--- src/rtl/hdp_pkg.sv ---
package hdp_pkg;
  typedef enum logic [2:0] {
    A_CTRL = 3'd0, A_STAT = 3'd1, A_CMD = 3'd2, A_VEC = 3'd3,
    A_LO   = 3'd4, A_MID  = 3'd5, A_HI  = 3'd6, A_RSV = 3'd7
  } hreg_e;

  localparam logic [7:0] CTRL_MASK = 8'hFB;
  localparam logic [7:0] CMD_MASK  = 8'h9F;
  localparam logic [7:0] CMD_RST   = 8'h12;
  localparam logic [7:0] VEC_RST   = 8'h0F;

  localparam int ST_RXF  = 0;
  localparam int ST_TXE  = 1;
  localparam int ST_TRDY = 2;
  localparam int ST_HREQ = 7;
  localparam int CTRL_HF = 3;
  localparam int CMD_GO  = 7;
endpackage

--- src/rtl/hdp_xfer.sv ---
module hdp_xfer #(
  parameter int DATA_W = 24
) (
  input  logic              clk_i,
  input  logic              rst_ni,
  input  logic              h_load_i,
  input  logic [DATA_W-1:0] tx_word_i,
  input  logic              h_ack_i,
  input  logic              d_rd_i,
  input  logic              d_wr_i,
  input  logic [DATA_W-1:0] d_wdata_i,
  input  logic              rx_ie_i,
  input  logic              tx_ie_i,
  output logic [DATA_W-1:0] h_rx_word_o,
  output logic              h_rxf_o,
  output logic              h_txe_o,
  output logic              h_trdy_o,
  output logic              d_rxf_o,
  output logic              d_txe_o,
  output logic [DATA_W-1:0] d_word_o,
  output logic              d_rx_irq_o,
  output logic              d_tx_irq_o
);
  logic              hrxf_q, htxe_q, drxf_q, dtxe_q, rxirq_q, txirq_q;
  logic [DATA_W-1:0] hrx_q, htx_q, drx_q, dtx_q;
  logic              hrxf_n, htxe_n, drxf_n, dtxe_n, rxirq_n, txirq_n;
  logic [DATA_W-1:0] hrx_n, htx_n, drx_n, dtx_n;

  always_comb begin
    hrxf_n = hrxf_q; htxe_n = htxe_q; drxf_n = drxf_q; dtxe_n = dtxe_q;
    hrx_n  = hrx_q;  htx_n  = htx_q;  drx_n  = drx_q;  dtx_n  = dtx_q;
    rxirq_n = 1'b0;  txirq_n = 1'b0;
    // side events first, then the automatic moves see the updated flags
    if (d_rd_i)  drxf_n = 1'b0;
    if (h_ack_i) hrxf_n = 1'b0;
    if (d_wr_i) begin
      dtxe_n = 1'b0;
      dtx_n  = d_wdata_i;
    end
    if (h_load_i) begin
      if (htxe_n && !drxf_n) begin
        drx_n   = tx_word_i;
        drxf_n  = 1'b1;
        rxirq_n = rx_ie_i;
      end else begin
        htxe_n = 1'b0;
        htx_n  = tx_word_i;
      end
    end
    if (!htxe_n && !drxf_n) begin
      drx_n   = htx_n;
      drxf_n  = 1'b1;
      htxe_n  = 1'b1;
      rxirq_n = rx_ie_i;
    end
    if (!dtxe_n && !hrxf_n) begin
      hrx_n   = dtx_n;
      hrxf_n  = 1'b1;
      dtxe_n  = 1'b1;
      txirq_n = tx_ie_i;
    end
  end

  always_ff @(posedge clk_i or negedge rst_ni) begin
    if (!rst_ni) begin
      hrxf_q <= 1'b0; htxe_q <= 1'b1; drxf_q <= 1'b0; dtxe_q <= 1'b1;
      hrx_q  <= '0;   htx_q  <= '0;   drx_q  <= '0;   dtx_q  <= '0;
      rxirq_q <= 1'b0; txirq_q <= 1'b0;
    end else begin
      hrxf_q <= hrxf_n; htxe_q <= htxe_n; drxf_q <= drxf_n; dtxe_q <= dtxe_n;
      hrx_q  <= hrx_n;  htx_q  <= htx_n;  drx_q  <= drx_n;  dtx_q  <= dtx_n;
      rxirq_q <= rxirq_n; txirq_q <= txirq_n;
    end
  end

  assign h_rx_word_o = hrx_q;
  assign h_rxf_o     = hrxf_q;
  assign h_txe_o     = htxe_q;
  assign h_trdy_o    = htxe_q & ~drxf_q;
  assign d_rxf_o     = drxf_q;
  assign d_txe_o     = dtxe_q;
  assign d_word_o    = drx_q;
  assign d_rx_irq_o  = rxirq_q;
  assign d_tx_irq_o  = txirq_q;

  AST_HRX_HELD: assert property (@(posedge clk_i) disable iff (!rst_ni)
    hrxf_q && !h_ack_i |=> $stable(hrx_q));
  AST_DRX_HELD: assert property (@(posedge clk_i) disable iff (!rst_ni)
    drxf_q && !d_rd_i |=> $stable(drx_q));
  AST_NO_STALL_H2D: assert property (@(posedge clk_i) disable iff (!rst_ni)
    1'b1 |-> (htxe_q || drxf_q));
  AST_NO_STALL_D2H: assert property (@(posedge clk_i) disable iff (!rst_ni)
    1'b1 |-> (dtxe_q || hrxf_q));
  AST_DIRECT_PATH: assert property (@(posedge clk_i) disable iff (!rst_ni)
    h_load_i && h_trdy_o |=> d_rxf_o && h_txe_o && d_word_o == $past(tx_word_i));
endmodule

--- src/rtl/hdp_host_regs.sv ---
module hdp_host_regs
  import hdp_pkg::*;
#(
  parameter int DATA_W = 24
) (
  input  logic              clk_i,
  input  logic              rst_ni,
  input  logic [2:0]        addr_i,
  input  logic              wr_i,
  input  logic              rd_i,
  input  logic [7:0]        wdata_i,
  output logic [7:0]        rdata_o,
  input  logic [DATA_W-1:0] rx_word_i,
  input  logic              rxf_i,
  input  logic              txe_i,
  input  logic              trdy_i,
  input  logic              run_i,
  input  logic              cmd_ie_i,
  output logic [DATA_W-1:0] tx_word_o,
  output logic              load_o,
  output logic              boot_wr_o,
  output logic              ack_o,
  output logic              req_o,
  output logic              irq_o,
  output logic [1:0]        hflag_o,
  output logic              cmd_pend_o,
  output logic              cmd_irq_o
);
  localparam int NB = DATA_W / 8;

  logic [7:0]         ctrl_q, cmd_q, vec_q;
  logic               req_d_q, cmd_pend_q, cmd_irq_q;
  logic [NB-1:0][7:0] tx_q;
  logic [7:0]         stat;
  logic [2:0]         lane;
  logic               lo_wr;

  assign lo_wr = wr_i && (addr_i == A_LO);

  for (genvar j = 0; j < NB; j++) begin : g_lane
    logic hit;
    assign hit = wr_i && (addr_i == 3'(int'(A_LO) + j));
    always_ff @(posedge clk_i or negedge rst_ni) begin
      if (!rst_ni)  tx_q[j] <= '0;
      else if (hit) tx_q[j] <= wdata_i;
    end
    assign tx_word_o[8*j +: 8] = hit ? wdata_i : tx_q[j];
  end

  always_ff @(posedge clk_i or negedge rst_ni) begin
    if (!rst_ni) begin
      ctrl_q     <= '0;
      cmd_q      <= CMD_RST;
      vec_q      <= VEC_RST;
      req_d_q    <= 1'b0;
      cmd_pend_q <= 1'b0;
      cmd_irq_q  <= 1'b0;
    end else begin
      req_d_q   <= req_o;
      cmd_irq_q <= 1'b0;
      if (wr_i) begin
        unique case (addr_i)
          A_CTRL: ctrl_q <= wdata_i & CTRL_MASK;
          A_CMD: begin
            cmd_q      <= wdata_i & CMD_MASK;
            cmd_pend_q <= wdata_i[CMD_GO];
            cmd_irq_q  <= wdata_i[CMD_GO] & cmd_ie_i;
          end
          A_VEC:  vec_q <= wdata_i;
          default: ;
        endcase
      end
    end
  end

  assign req_o = |(ctrl_q[1:0] & {txe_i, rxf_i});
  assign irq_o = req_o & ~req_d_q;

  always_comb begin
    stat          = '0;
    stat[ST_RXF]  = rxf_i;
    stat[ST_TXE]  = txe_i;
    stat[ST_TRDY] = trdy_i;
    stat[ST_HREQ] = req_o;
  end

  assign lane = addr_i - A_LO;

  always_comb begin
    rdata_o = '0;
    unique case (addr_i)
      A_CTRL: rdata_o = ctrl_q;
      A_STAT: rdata_o = stat;
      A_CMD:  rdata_o = cmd_q;
      A_VEC:  rdata_o = vec_q;
      default: if (addr_i >= A_LO && int'(lane) < NB) rdata_o = rx_word_i[8*lane +: 8];
    endcase
  end

  assign load_o     = lo_wr & run_i;
  assign boot_wr_o  = lo_wr & ~run_i;
  assign ack_o      = rd_i && (addr_i == A_LO);
  assign hflag_o    = ctrl_q[CTRL_HF +: 2];
  assign cmd_pend_o = cmd_pend_q;
  assign cmd_irq_o  = cmd_irq_q;

  AST_CTRL_BIT2_ZERO: assert property (@(posedge clk_i) disable iff (!rst_ni)
    1'b1 |-> !ctrl_q[2]);
  AST_IRQ_SINGLE: assert property (@(posedge clk_i) disable iff (!rst_ni)
    irq_o |=> !irq_o);
  AST_CMD_PEND: assert property (@(posedge clk_i) disable iff (!rst_ni)
    wr_i && addr_i == A_CMD |=> cmd_pend_o == $past(wdata_i[CMD_GO]));
endmodule

--- src/rtl/hdp_boot.sv ---
module hdp_boot #(
  parameter int WORDS  = 512,
  parameter int DATA_W = 24,
  localparam int AW    = $clog2(WORDS)
) (
  input  logic              clk_i,
  input  logic              rst_ni,
  input  logic              wr_i,
  input  logic [DATA_W-1:0] word_i,
  output logic              we_o,
  output logic [AW-1:0]     addr_o,
  output logic [DATA_W-1:0] data_o,
  output logic              run_o
);
  logic [AW-1:0] cnt_q;
  logic          run_q;

  always_ff @(posedge clk_i or negedge rst_ni) begin
    if (!rst_ni) begin
      cnt_q <= '0;
      run_q <= 1'b0;
    end else if (wr_i) begin
      cnt_q <= cnt_q + 1'b1;
      if (cnt_q == AW'(WORDS - 1)) run_q <= 1'b1;
    end
  end

  assign we_o   = wr_i;
  assign addr_o = cnt_q;
  assign data_o = word_i;
  assign run_o  = run_q;

  AST_RUN_STICKY: assert property (@(posedge clk_i) disable iff (!rst_ni)
    run_q |=> run_q);
  AST_BOOT_EARLY: assert property (@(posedge clk_i) disable iff (!rst_ni)
    we_o && cnt_q != AW'(WORDS - 1) |=> !run_q);
endmodule

--- src/rtl/hdp_port.sv ---
module hdp_port #(
  parameter int DATA_W     = 24,
  parameter int BOOT_WORDS = 512,
  localparam int BOOT_AW   = $clog2(BOOT_WORDS)
) (
  input  logic               clk_i,
  input  logic               rst_ni,
  input  logic [2:0]         host_addr_i,
  input  logic               host_wr_i,
  input  logic               host_rd_i,
  input  logic [7:0]         host_wdata_i,
  output logic [7:0]         host_rdata_o,
  output logic               host_req_o,
  output logic               host_irq_o,
  input  logic               dsp_wr_i,
  input  logic [DATA_W-1:0]  dsp_wdata_i,
  input  logic               dsp_rd_i,
  output logic [DATA_W-1:0]  dsp_rdata_o,
  output logic               dsp_rxf_o,
  output logic               dsp_txe_o,
  input  logic               dsp_rx_ie_i,
  input  logic               dsp_tx_ie_i,
  input  logic               dsp_cmd_ie_i,
  output logic               dsp_rx_irq_o,
  output logic               dsp_tx_irq_o,
  output logic               dsp_cmd_irq_o,
  output logic               dsp_cmd_pend_o,
  output logic [1:0]         dsp_hflag_o,
  output logic               boot_we_o,
  output logic [BOOT_AW-1:0] boot_addr_o,
  output logic [DATA_W-1:0]  boot_data_o,
  output logic               core_run_o
);
  logic [DATA_W-1:0] tx_word, rx_word;
  logic              load, boot_wr, ack, rxf, txe, trdy, run;

  hdp_host_regs #(.DATA_W(DATA_W)) u_regs (
    .clk_i, .rst_ni,
    .addr_i(host_addr_i), .wr_i(host_wr_i), .rd_i(host_rd_i),
    .wdata_i(host_wdata_i), .rdata_o(host_rdata_o),
    .rx_word_i(rx_word), .rxf_i(rxf), .txe_i(txe), .trdy_i(trdy),
    .run_i(run), .cmd_ie_i(dsp_cmd_ie_i),
    .tx_word_o(tx_word), .load_o(load), .boot_wr_o(boot_wr), .ack_o(ack),
    .req_o(host_req_o), .irq_o(host_irq_o), .hflag_o(dsp_hflag_o),
    .cmd_pend_o(dsp_cmd_pend_o), .cmd_irq_o(dsp_cmd_irq_o)
  );

  hdp_xfer #(.DATA_W(DATA_W)) u_xfer (
    .clk_i, .rst_ni,
    .h_load_i(load), .tx_word_i(tx_word), .h_ack_i(ack),
    .d_rd_i(dsp_rd_i), .d_wr_i(dsp_wr_i), .d_wdata_i(dsp_wdata_i),
    .rx_ie_i(dsp_rx_ie_i), .tx_ie_i(dsp_tx_ie_i),
    .h_rx_word_o(rx_word), .h_rxf_o(rxf), .h_txe_o(txe), .h_trdy_o(trdy),
    .d_rxf_o(dsp_rxf_o), .d_txe_o(dsp_txe_o), .d_word_o(dsp_rdata_o),
    .d_rx_irq_o(dsp_rx_irq_o), .d_tx_irq_o(dsp_tx_irq_o)
  );

  hdp_boot #(.WORDS(BOOT_WORDS), .DATA_W(DATA_W)) u_boot (
    .clk_i, .rst_ni,
    .wr_i(boot_wr), .word_i(tx_word),
    .we_o(boot_we_o), .addr_o(boot_addr_o), .data_o(boot_data_o),
    .run_o(run)
  );

  assign core_run_o = run;
endmodule

--- config.mk ---
export PLATFORM = sky130hd
export DESIGN_NAME = hdp_port
export DESIGN_NICKNAME = d
export VERILOG_FILES = /design/src/rtl/hdp_pkg.sv /design/src/rtl/hdp_xfer.sv /design/src/rtl/hdp_host_regs.sv /design/src/rtl/hdp_boot.sv /design/src/rtl/hdp_port.sv
export SDC_FILE = /design/constraint.sdc
export NUM_CORES = 1
export LEC_CHECK = 0
export ABC_AREA = 1
export BUFFER_PORTS_ARGS = -buffer_cell sky130_fd_sc_hd__buf_2
export CAP_MARGIN = 20
export CORE_ASPECT_RATIO = 0.5
export CORE_UTILIZATION = 55
export DETAILED_ROUTE_END_ITERATION = 10
export PLACE_DENSITY = 0.82
export SYNTH_ARGS = -nofsm -noshare
export SYNTH_HDL_FRONTEND = slang
export SYNTH_SLANG_ARGS = --single-unit
export TNS_END_PERCENT = 30
--- constraint.sdc ---
create_clock -name clk_i -period 1.41 [get_ports clk_i]
set_input_delay 0 -clock clk_i [delete_from_list [all_inputs] [get_ports clk_i]]
set_output_delay 0 -clock clk_i [all_outputs]
set_load 0.02 [all_outputs]
* Yosys cells after proc, flatten, opt, wreduce, memory -nomap -nowiden
Cells that the tools add are included.
** Word-level totals
- Output and inout bits :: 77
- Word-level logic and storage cells :: 92
- Flip-flop bits (word level) :: 160
** Cells by class
- Equal/unequal tests :: 7
- Bitwise gates (word level) :: 9
- Shift operators :: 1
- $lt $le $gt $ge :: 2
- Mux-type cells :: 28
- Reduce and logical (&&, ||, !) cells :: 22
- Add/subtract/negate cells :: 2
** Operator list (count)
- 2-to-1 mux 24 bit :: 6
- 2-to-1 mux 8 bit :: 4
- case mux 8 bit (4 select lines) :: 1
- variable part select 24 x 7 -> 8 bit :: 1
- 2-to-1 mux 1 bit :: 17
- AND reduction 2 bit :: 5
- adder 9 x 1 -> 9 bit, second input constant :: 1
- == test 3 bit, second input constant :: 3
- == test 9 bit, second input constant :: 1
- logical AND 1 bit :: 8
- == test 3 x 2 -> 1 bit, second input constant :: 2
- AND 1 bit :: 5
- logical NOT 1 bit :: 5
- nonzero test 2 bit :: 2
- == test 3 x 1 -> 1 bit, second input constant :: 1
- greater-or-equal comparator 3 bit, second input constant :: 1
- logical NOT 3 bit :: 1
- < comparator 3 x 2 -> 1 bit, second input constant :: 1
- inverter 1 bit :: 3
- subtractor 3 bit, second input constant :: 1
- AND 2 bit :: 1
- OR reduction 2 bit :: 1

* Longest topological paths before layout
Gate-level depths: netlist of the first run.
- Depth in word-level cells :: 9
- Depth in mapped cells :: 10
- Gate-level depth less buffers :: 9

* Cells and area by module
A second synthesis of the first run with hierarchy kept.
** Second synthesis, totals
- Cells, all modules :: 851
- Area total of the unflattened synthesis :: 7198.2 µm²
** Modules (own cells, without submodules)
- hdp_xfer :: instances 1, area an instance 4206.5 µm², cells each 488
- hdp_host_regs :: instances 1, area an instance 2292.2 µm², cells each 283
- hdp_boot :: instances 1, area an instance 699.4 µm², cells each 80

* Worst setup path before layout of the first run
OpenSTA, ideal clock, no wires.
- Path type :: reg-to-output
- Start :: register u_xfer.htxe_q, in the netlist u_xfer.h_txe_o
- End :: output port host_irq_o
- Buffers on the path :: 0
- Arrival time :: 1667 ps
- Cell stages (with the launch flop) :: 5
- Setup slack :: -257 ps
- Cells stage by stage :: dfstp_2 -> inv_1 -> o21ai_0 -> inv_1 -> nor2_1
** Between the ends
- Longest elaborated chain between the ends :: 3
** Ends and longest elaborated chain
- start: declaration :: line hdp_xfer.sv:24 : logic hrxf_q, htxe_q, drxf_q, dtxe_q, rxirq_q, txirq_q;
- start signal: assignment :: line hdp_xfer.sv:70 : hrxf_q <= hrxf_n; htxe_q <= htxe_n; drxf_q <= drxf_n; dtxe_q <= dtxe_n;
- AND 2 bit :: line hdp_host_regs.sv:76 : assign req_o = |(ctrl_q[1:0] & {txe_i, rxf_i});
- OR reduction 2 bit :: line hdp_host_regs.sv:76
- via host_req_o :: line hdp_port.sv:13 : output logic host_req_o,
- AND 1 bit :: line hdp_host_regs.sv:77 : assign irq_o = req_o & ~req_d_q;
- end: declaration :: line hdp_port.sv:14 : output logic host_irq_o,
The timed path passes the listed nets, and every way through them passes these cells.

* Worst setup path in the final report of the first run
- Start :: register u_xfer.htxe_q, in the netlist u_xfer.h_txe_o
- End :: output port host_rdata_o[7]
** Between the ends
- Longest elaborated chain between the ends :: 3
** Ends and longest elaborated chain
- AND 2 bit :: line hdp_host_regs.sv:76
- OR reduction 2 bit :: line hdp_host_regs.sv:76
- case mux 8 bit (4 select lines) :: line hdp_host_regs.sv:91 : unique case (addr_i)
- end: declaration :: line hdp_port.sv:12 : output logic [7:0] host_rdata_o,
Every way passes these cells.

==> results of run 1 <==
==> cells in the final DEF (no fill, tap or decap), types with 6 or more instances in the layout <==
cell             n
nand2_1        410
o21ai_0         17
dlygate4sd3_1   38
buf_2          114
nand4_1          6
inv_1           25
clkbuf_16       21
dfstp_2          8
buf_4           37
nor2_1          57
inv_2            8
nand3_1         86
dfrtp_1        150
buf_12           6
nand2_2         11
==> sequential cells by signal, indices dropped and copies added, names as in the netlist, 5 cells and up <==
name / count
u_regs.ctrl_q: 7
u_xfer.dtx_q: 24
u_boot.addr_o: 9
u_regs.cmd_q: 5
u_regs.tx_q: 24
u_regs.vec_q: 8
u_xfer.htx_q: 24
u_xfer.h_rx_word_o: 24
u_xfer.d_word_o: 24
==> how the worst max path moves through the flow <==
| stage | startpoint | cells after the start | endpoint | slack (ps) |
|---|---|---|---|---|
| 2_1_floorplan | u_boot.addr_o[0] | 6 | u_boot.addr_o[8] | -20 |
| 3_3_place_gp | u_xfer.d_rxf_o | 8 | u_xfer.d_word_o[7] | -30 |
| 3_5_place_dp | u_xfer.d_rxf_o | 8 | u_xfer.d_word_o[22] | -100 |
| 4_1_cts | u_xfer.h_txe_o | 5 | host_rdata_o[7] | -120 |
| 5_1_grt | u_xfer.h_txe_o | 5 | host_rdata_o[7] | -200 |
| 6_report | u_xfer.h_txe_o | 5 | host_rdata_o[7] | -190 |
==> metrics by stage <==
stage / cell area (sq um) / hold slack, ps / power (mW)
floorplan: 6930 / -296 / 7.12
global placement: 7880 / -68.2 / 7.96
detailed placement: 7880 / -74.7 / 8.05
CTS: 9020 / 31.8 / 13.1
global route: 9240 / 36.6 / 13.8
finish: 9240 / 16.6 / 13.2
==> final cells by class <==
class,instances,area [sq um],share of cell area [%]
clock inverter,12,185,2.00
inverter,34,128,1.38
multi-input combinational,620,2720,29.5
tap,165,206,2.24
sequential,159,3990,43.2
clock buffer,20,457,4.94
timing repair buffer,206,1550,16.8
==> timing repair <==
item	CTS	global route
setup endpoints to repair	48	53
pin swaps	4	4
hold buffers	38	0
buffers inserted	3	3
gates cloned	2	4
resized for setup	18	24
hold endpoints to repair	237	0
==> per-layer routing <==
| layer | global-route usage (%) | up-vias | routed length [microns] |
|---|---|---|---|
| met5 | 0 | - | 0 |
| met4 | 11.6 | 0 | 505 |
| met3 | 5.87 | 56 | 1380 |
| met2 | 54.2 | 309 | 9870 |
| met1 | 38.1 | 3191 | 8020 |
| li1 | - | 3042 | - |
==> cell families (layout without fill, tap and decap cells) <==
| kind of cell | after synthesis | count (layout) | share of synthesized area, % |
|---|---|---|---|
| simple gates | 585 | 586 | 34.6 |
| fa+ha+maj | 2 | 2 | 0.361 |
| flops | 159 | 159 | 57.6 |
| compound gates | 27 | 27 | 2.13 |
| xor+xnor | 5 | 5 | 0.632 |
| buf+inv | 70 | 272 | 4.68 |
==> where the power goes <==
| group | internal, mW | total [mW] | leakage (nW) | switching, mW |
|---|---|---|---|---|
| Clock | 3.07 | 4.95 | 0.299 | 1.88 |
| Sequential | 5.30 | 5.66 | 2.02 | 0.358 |
| Combinational | 0.907 | 2.60 | 2.68 | 1.69 |
==> worst max-delay path, cell delays in order (launching register included) <==
cell and delay (ps):
dfstp_2 590, inv_2 70, o21ai_4 200, nand3_2 80, nand4_1 90, buf_4 150
==> impl_results.md, run 1 <==
* Syn Area/Cell at 8.17 sq um
* H-tree levels at 4
* Synth area leader: dfrtp_1
* WP data required at 1410 ps
* Via count at 6598
* PwrDens at ~1400 nW/um^2
* RePlAce Congestion at between 0.8 and 0.9
* Fin nets at 1084
* Vias in the first global route at 6268
* Reg-to-Reg End: u_xfer.d_word_o[21]
* Post-DP HPWL at 11800 microns
* Total GRT Usage at 30.6%
* First-pass GRT wire length at between 30000 and 40000 microns
* Fin crit share at 113%
* Synth Instances at ~850
* Site Rows at 28
* Inserted Clock Buffers at 17
* Worst slew pin tran at ~490 ps
* Die Y at a little over 80 microns
* List of most frequent post-synthesis cells: 420 x nand2_1, 151 x dfrtp_1, 89 x nand3_1
* Cell Count Post-Placement at between 1k and 1.5k
* Final min period at 1600 ps
* Drt drc at 0
* Outcome: complete, but fails checks
* Initial core utilization at between 50 and 60%
* FMAX at 626 MHz
* Largest net degree at the start of global routing at 47
* Top cells by area, synth: dfrtp_1 55%, nand2_1 23%, nand3_1 6.4%
* Clk slew on worst S/H paths at 60 ps
* Sequential-to-total area share from yosys stat at 57.6%
* Slew Limit Fails at 0
* Top-count cell post-synth: nand2_1
* Hold WC Path Type: in2reg
* Final core utilization at 76.6%
* Post-synthesis register bit count at roughly 160
* DR vias/cell at 5.43
* Max_cap viols at 0
* Pre-CTS WS at -97.0 ps
* Non-Filler Instances at between 1k and 1.5k
* Core area at 12100 sq um
* Synthesis-to-finish area growth at 33.3%
* Post-synth EDFFs at 0
* Reg2reg path depth at 8
* Slew margin rel. at 67.1%
* Filler cell count at between 700 and 800
* IR drop worst, VDD at 0.901 mV
* Skew final at just under 9 ps
* Setup_tns at -1610 ps
* Ys flop type: dfrtp_1
* Leakage at 5.00 nW
* Ys async rst share at 100%
* Die ar. at 13100 sq um
* CP Max Fanout at 4
* Drt wl/cell at 16.3 microns
* Port-buffer cells at 120
* WHS Path Cells at 3
* Critical Path Source Type: register
* Netlist cell types at 30
* Antenna cells at 0
* Total congestion overflow at 0
* Pre-antenna DRT Iters at 5
* Hold Path End: u_regs.cmd_q[4]
* Unrepaired setup endpoints after global routing: yes
* Fin. Hold Viols at 0
* Clk buf depth at 2
* Reg2reg setup slack at -120 ps
* Chip Width at 161 microns
* Critical path class: reg2out
* Antenna violations before repair at 0
* Mapped Area at 6930 sq um
* CTS tree: done
* WL final at 19800 microns
* Violated checks: negative setup slack
* Syn nets at roughly 890
* Final setup violation count at 29
* Critical Path AT at 1600 ps
* Initial DRC Count at 603
* Clk sinks at 159
* Final WS setup at -186 ps
* YS warnings at 0
* Hold path startpoint: host_wr_i
* Layout cells sized above 1 at 23.4%
* Antenna viol nets, final at 0
* I/O Pins at 121
* Yosys top cell area share at 54.6%
* RR Startpoint: u_xfer.h_txe_o
* Root buf cell: clkbuf_16
* Clock latency on the worst-skew pair at 420 ps
* CP endpoint kind: primary output
Note: power is estimated with default switching activity, not from simulation.
==> run 2, diff against run 1 <==
- CORE_UTILIZATION: 55 -> 35
- PLACE_DENSITY: 0.82 -> 0.57
- REMOVE_ABC_BUFFERS: unset -> 1
- SETUP_SLACK_MARGIN: unset -> 0.05
==> impl_results.md, run 2 (synthesized netlist as in run 1, its figures left out) <==
* Outcome: complete, but fails checks
* Violated checks: negative hold slack, negative setup slack
* Crit-path max cell delay at 570 ps (-20 ps)
* Post-DP HPWL at 12500 microns (+5.8%)
* Synthesis-to-finish area growth at 36.0%
* Die Y at 101 microns (+25%)
* CP cell instances: inv_2 -> o21ai_2 -> buf_4 -> inv_2 -> nor2_1 -> buf_4
* IR drop worst, VDD at 0.815 mV (-9.5%)
* Pre-antenna DRT Iters at 5 (unchanged)
* Root buf cell: clkbuf_16
* Most frequent cells in the layout: 402 x nand2_1, 151 x dfrtp_1, 111 x buf_2
* Worst slew pin tran at 441 ps (-51.5 ps)
* PwrDens at 1390 nW/um^2 (-2.6%)
* Fin. Hold Viols at 3 (+3)
* Final setup violation count at 51 (+76%)
* Via count at 6105 (-7.5%)
* Hold path startpoint: dsp_wr_i
* CTS tree: done
* Fin nets at 1087 (+0.28%)
* Chip Width at 201 microns (+25%)
* RR Startpoint: u_xfer.h_txe_o
* Inserted Clock Buffers at 17 (unchanged)
* Leakage at 5.03 nW (+0.62%)
* Overall Power at 13.1 mW (-0.64%)
* FMAX at 626 MHz (-0.11%)
* Drt wl/cell at 14.5 microns (-11%)
* Unrepaired setup endpoints after global routing: yes
* H-tree levels at 4 (unchanged)
* Final min period at 1600 ps (+1.73 ps)
* Fin crit share at 113% (+0.12 points)
* Slew margin rel. at 70.5% (+3.5 points)
* Critical Path Source Type: register
* CP Max Fanout at 3 (-1)
* WP data required at 1410 ps (about the same)
* Critical path class: reg2out
* Clk buf depth at 2 (unchanged)
* Site Rows at 35 (+25%)
* Vias in the first global route at 6001 (-4.3%)
* Core area at 18900 sq um (+57%)
* Initial DRC Count at 371 (-38%)
* Most common cell after layout, fill and taps aside: nand2_1
* Clk slew on worst S/H paths at 70 ps (about the same)
* Skew final at 9.47 ps (+0.715 ps)
* Largest net degree at the start of global routing at 54 (+15%)
* Max_cap viols at 0 (unchanged)
* Slowest CP cell: dfstp_2
* I/O Pins at 121 (unchanged)
* DR vias/cell at 4.65 (-14%)
* WL final at 19000 microns (-3.7%)
* Slew Limit Fails at 0 (unchanged)
* Die ar. at 20400 sq um (+56%)
* Setup_tns at -4010 ps (-2400 ps)
* RePlAce Congestion at 0.836 (-4.1%)
* Total congestion overflow at 0 (unchanged)
* CP endpoint kind: primary output
* First-pass GRT wire length at 31200 microns (+2.1%)
* Port-buffer cells at 120 (unchanged)
* Layout cells sized above 1 at 24.5% (+1.1 points)
* Worst Setup SP: u_xfer.h_txe_o
* Clock latency on the worst-skew pair at 430 ps (about the same)
* Antenna cells at 0 (unchanged)
* Drt drc at 0 (unchanged)
* Antenna viol nets, final at 0 (unchanged)
* Clk sinks at 159 (unchanged)
* Initial core utilization at 36.7% (-21 points)
* Total GRT Usage at 19.6% (-11 points)
* Critical Path AT at 1600 ps (about the same)
* WHS at -7.94 ps (-24.5 ps)
* Hold WC Path Type: in2reg
* Final WS setup at -188 ps (-1.73 ps)
* Final core utilization at 49.9% (-27 points)
* Pre-CTS WS at -105 ps (-7.52 ps)
* Antenna violations before repair at 0 (unchanged)
run 2: path summary, 6_finish.rpt:
| path | to | cells after the start | slack [ps] |
|---|---|---|---|
| max | host_irq_o | 6 | -190 |
| min | u_xfer.dtx_q[10] | 4 | -8 |
| max reg2reg | u_xfer.d_word_o[23] | 10 | -150 |
| min reg2reg | u_xfer.h_rx_word_o[0] | 2 | 470 |
| max in group asynchronous | u_xfer.d_txe_o | 3 | 770 |
| min in group asynchronous | u_xfer.dtx_q[8] | 2 | 30 |
run 2: report_power, final:
group	switching, mW	leakage (nW)	internal [mW]
Combinational	1.63	2.71	0.890
Clock	1.94	0.297	3.03
Sequential	0.336	2.02	5.30
Total	3.91	5.03	9.22
run 2: cell type report:
type / instances / area (sq um)
clock buffer: 20 / 447
clock inverter: 12 / 183
fill: 1789 / 9450
inverter: 34 / 128
multi-input combinational: 620 / 2770
sequential: 159 / 3990
tap: 259 / 324
timing repair buffer: 209 / 1590
run 2: metrics by stage:
| step | instance area (sq um) | cells |
|---|---|---|
| after global placement | 8030 | 1231 |
| after global routing | 9420 | 1313 |
| after floorplan | 6730 | 812 |
| after CTS | 9320 | 1312 |
| final | 9420 | 1313 |
| after detailed placement | 8030 | 1231 |
run 2: critical path: cells and delay by family, from the launching register on:
family / cells / cell delay (ps)
buffers and inverters: 4 / 380
AO/OA/AOI/OAI: 1 / 150
flip-flops: 1 / 570
AND/OR/NAND/NOR: 1 / 80
run 2: per-layer routing:
| layer | track usage [%] | up-vias | wire [microns] |
|---|---|---|---|
| met3 | 4.57 | 18 | 914 |
| met5 | 0 | - | 0 |
| met1 | 26.7 | 2905 | 9200 |
| li1 | - | 3058 | - |
| met4 | 6.11 | 0 | 203 |
| met2 | 31.2 | 124 | 8720 |
run 2: repair_timing:
action                                 in CTS  in global routing
buffers inserted                            7                  1
setup endpoints to repair                  57                 69
endpoints found under the hold margin     240                  0
hold buffers                               40                  0
gates cloned                                4                  0
pin swaps                                   7                  9
resized for setup                          36                 24
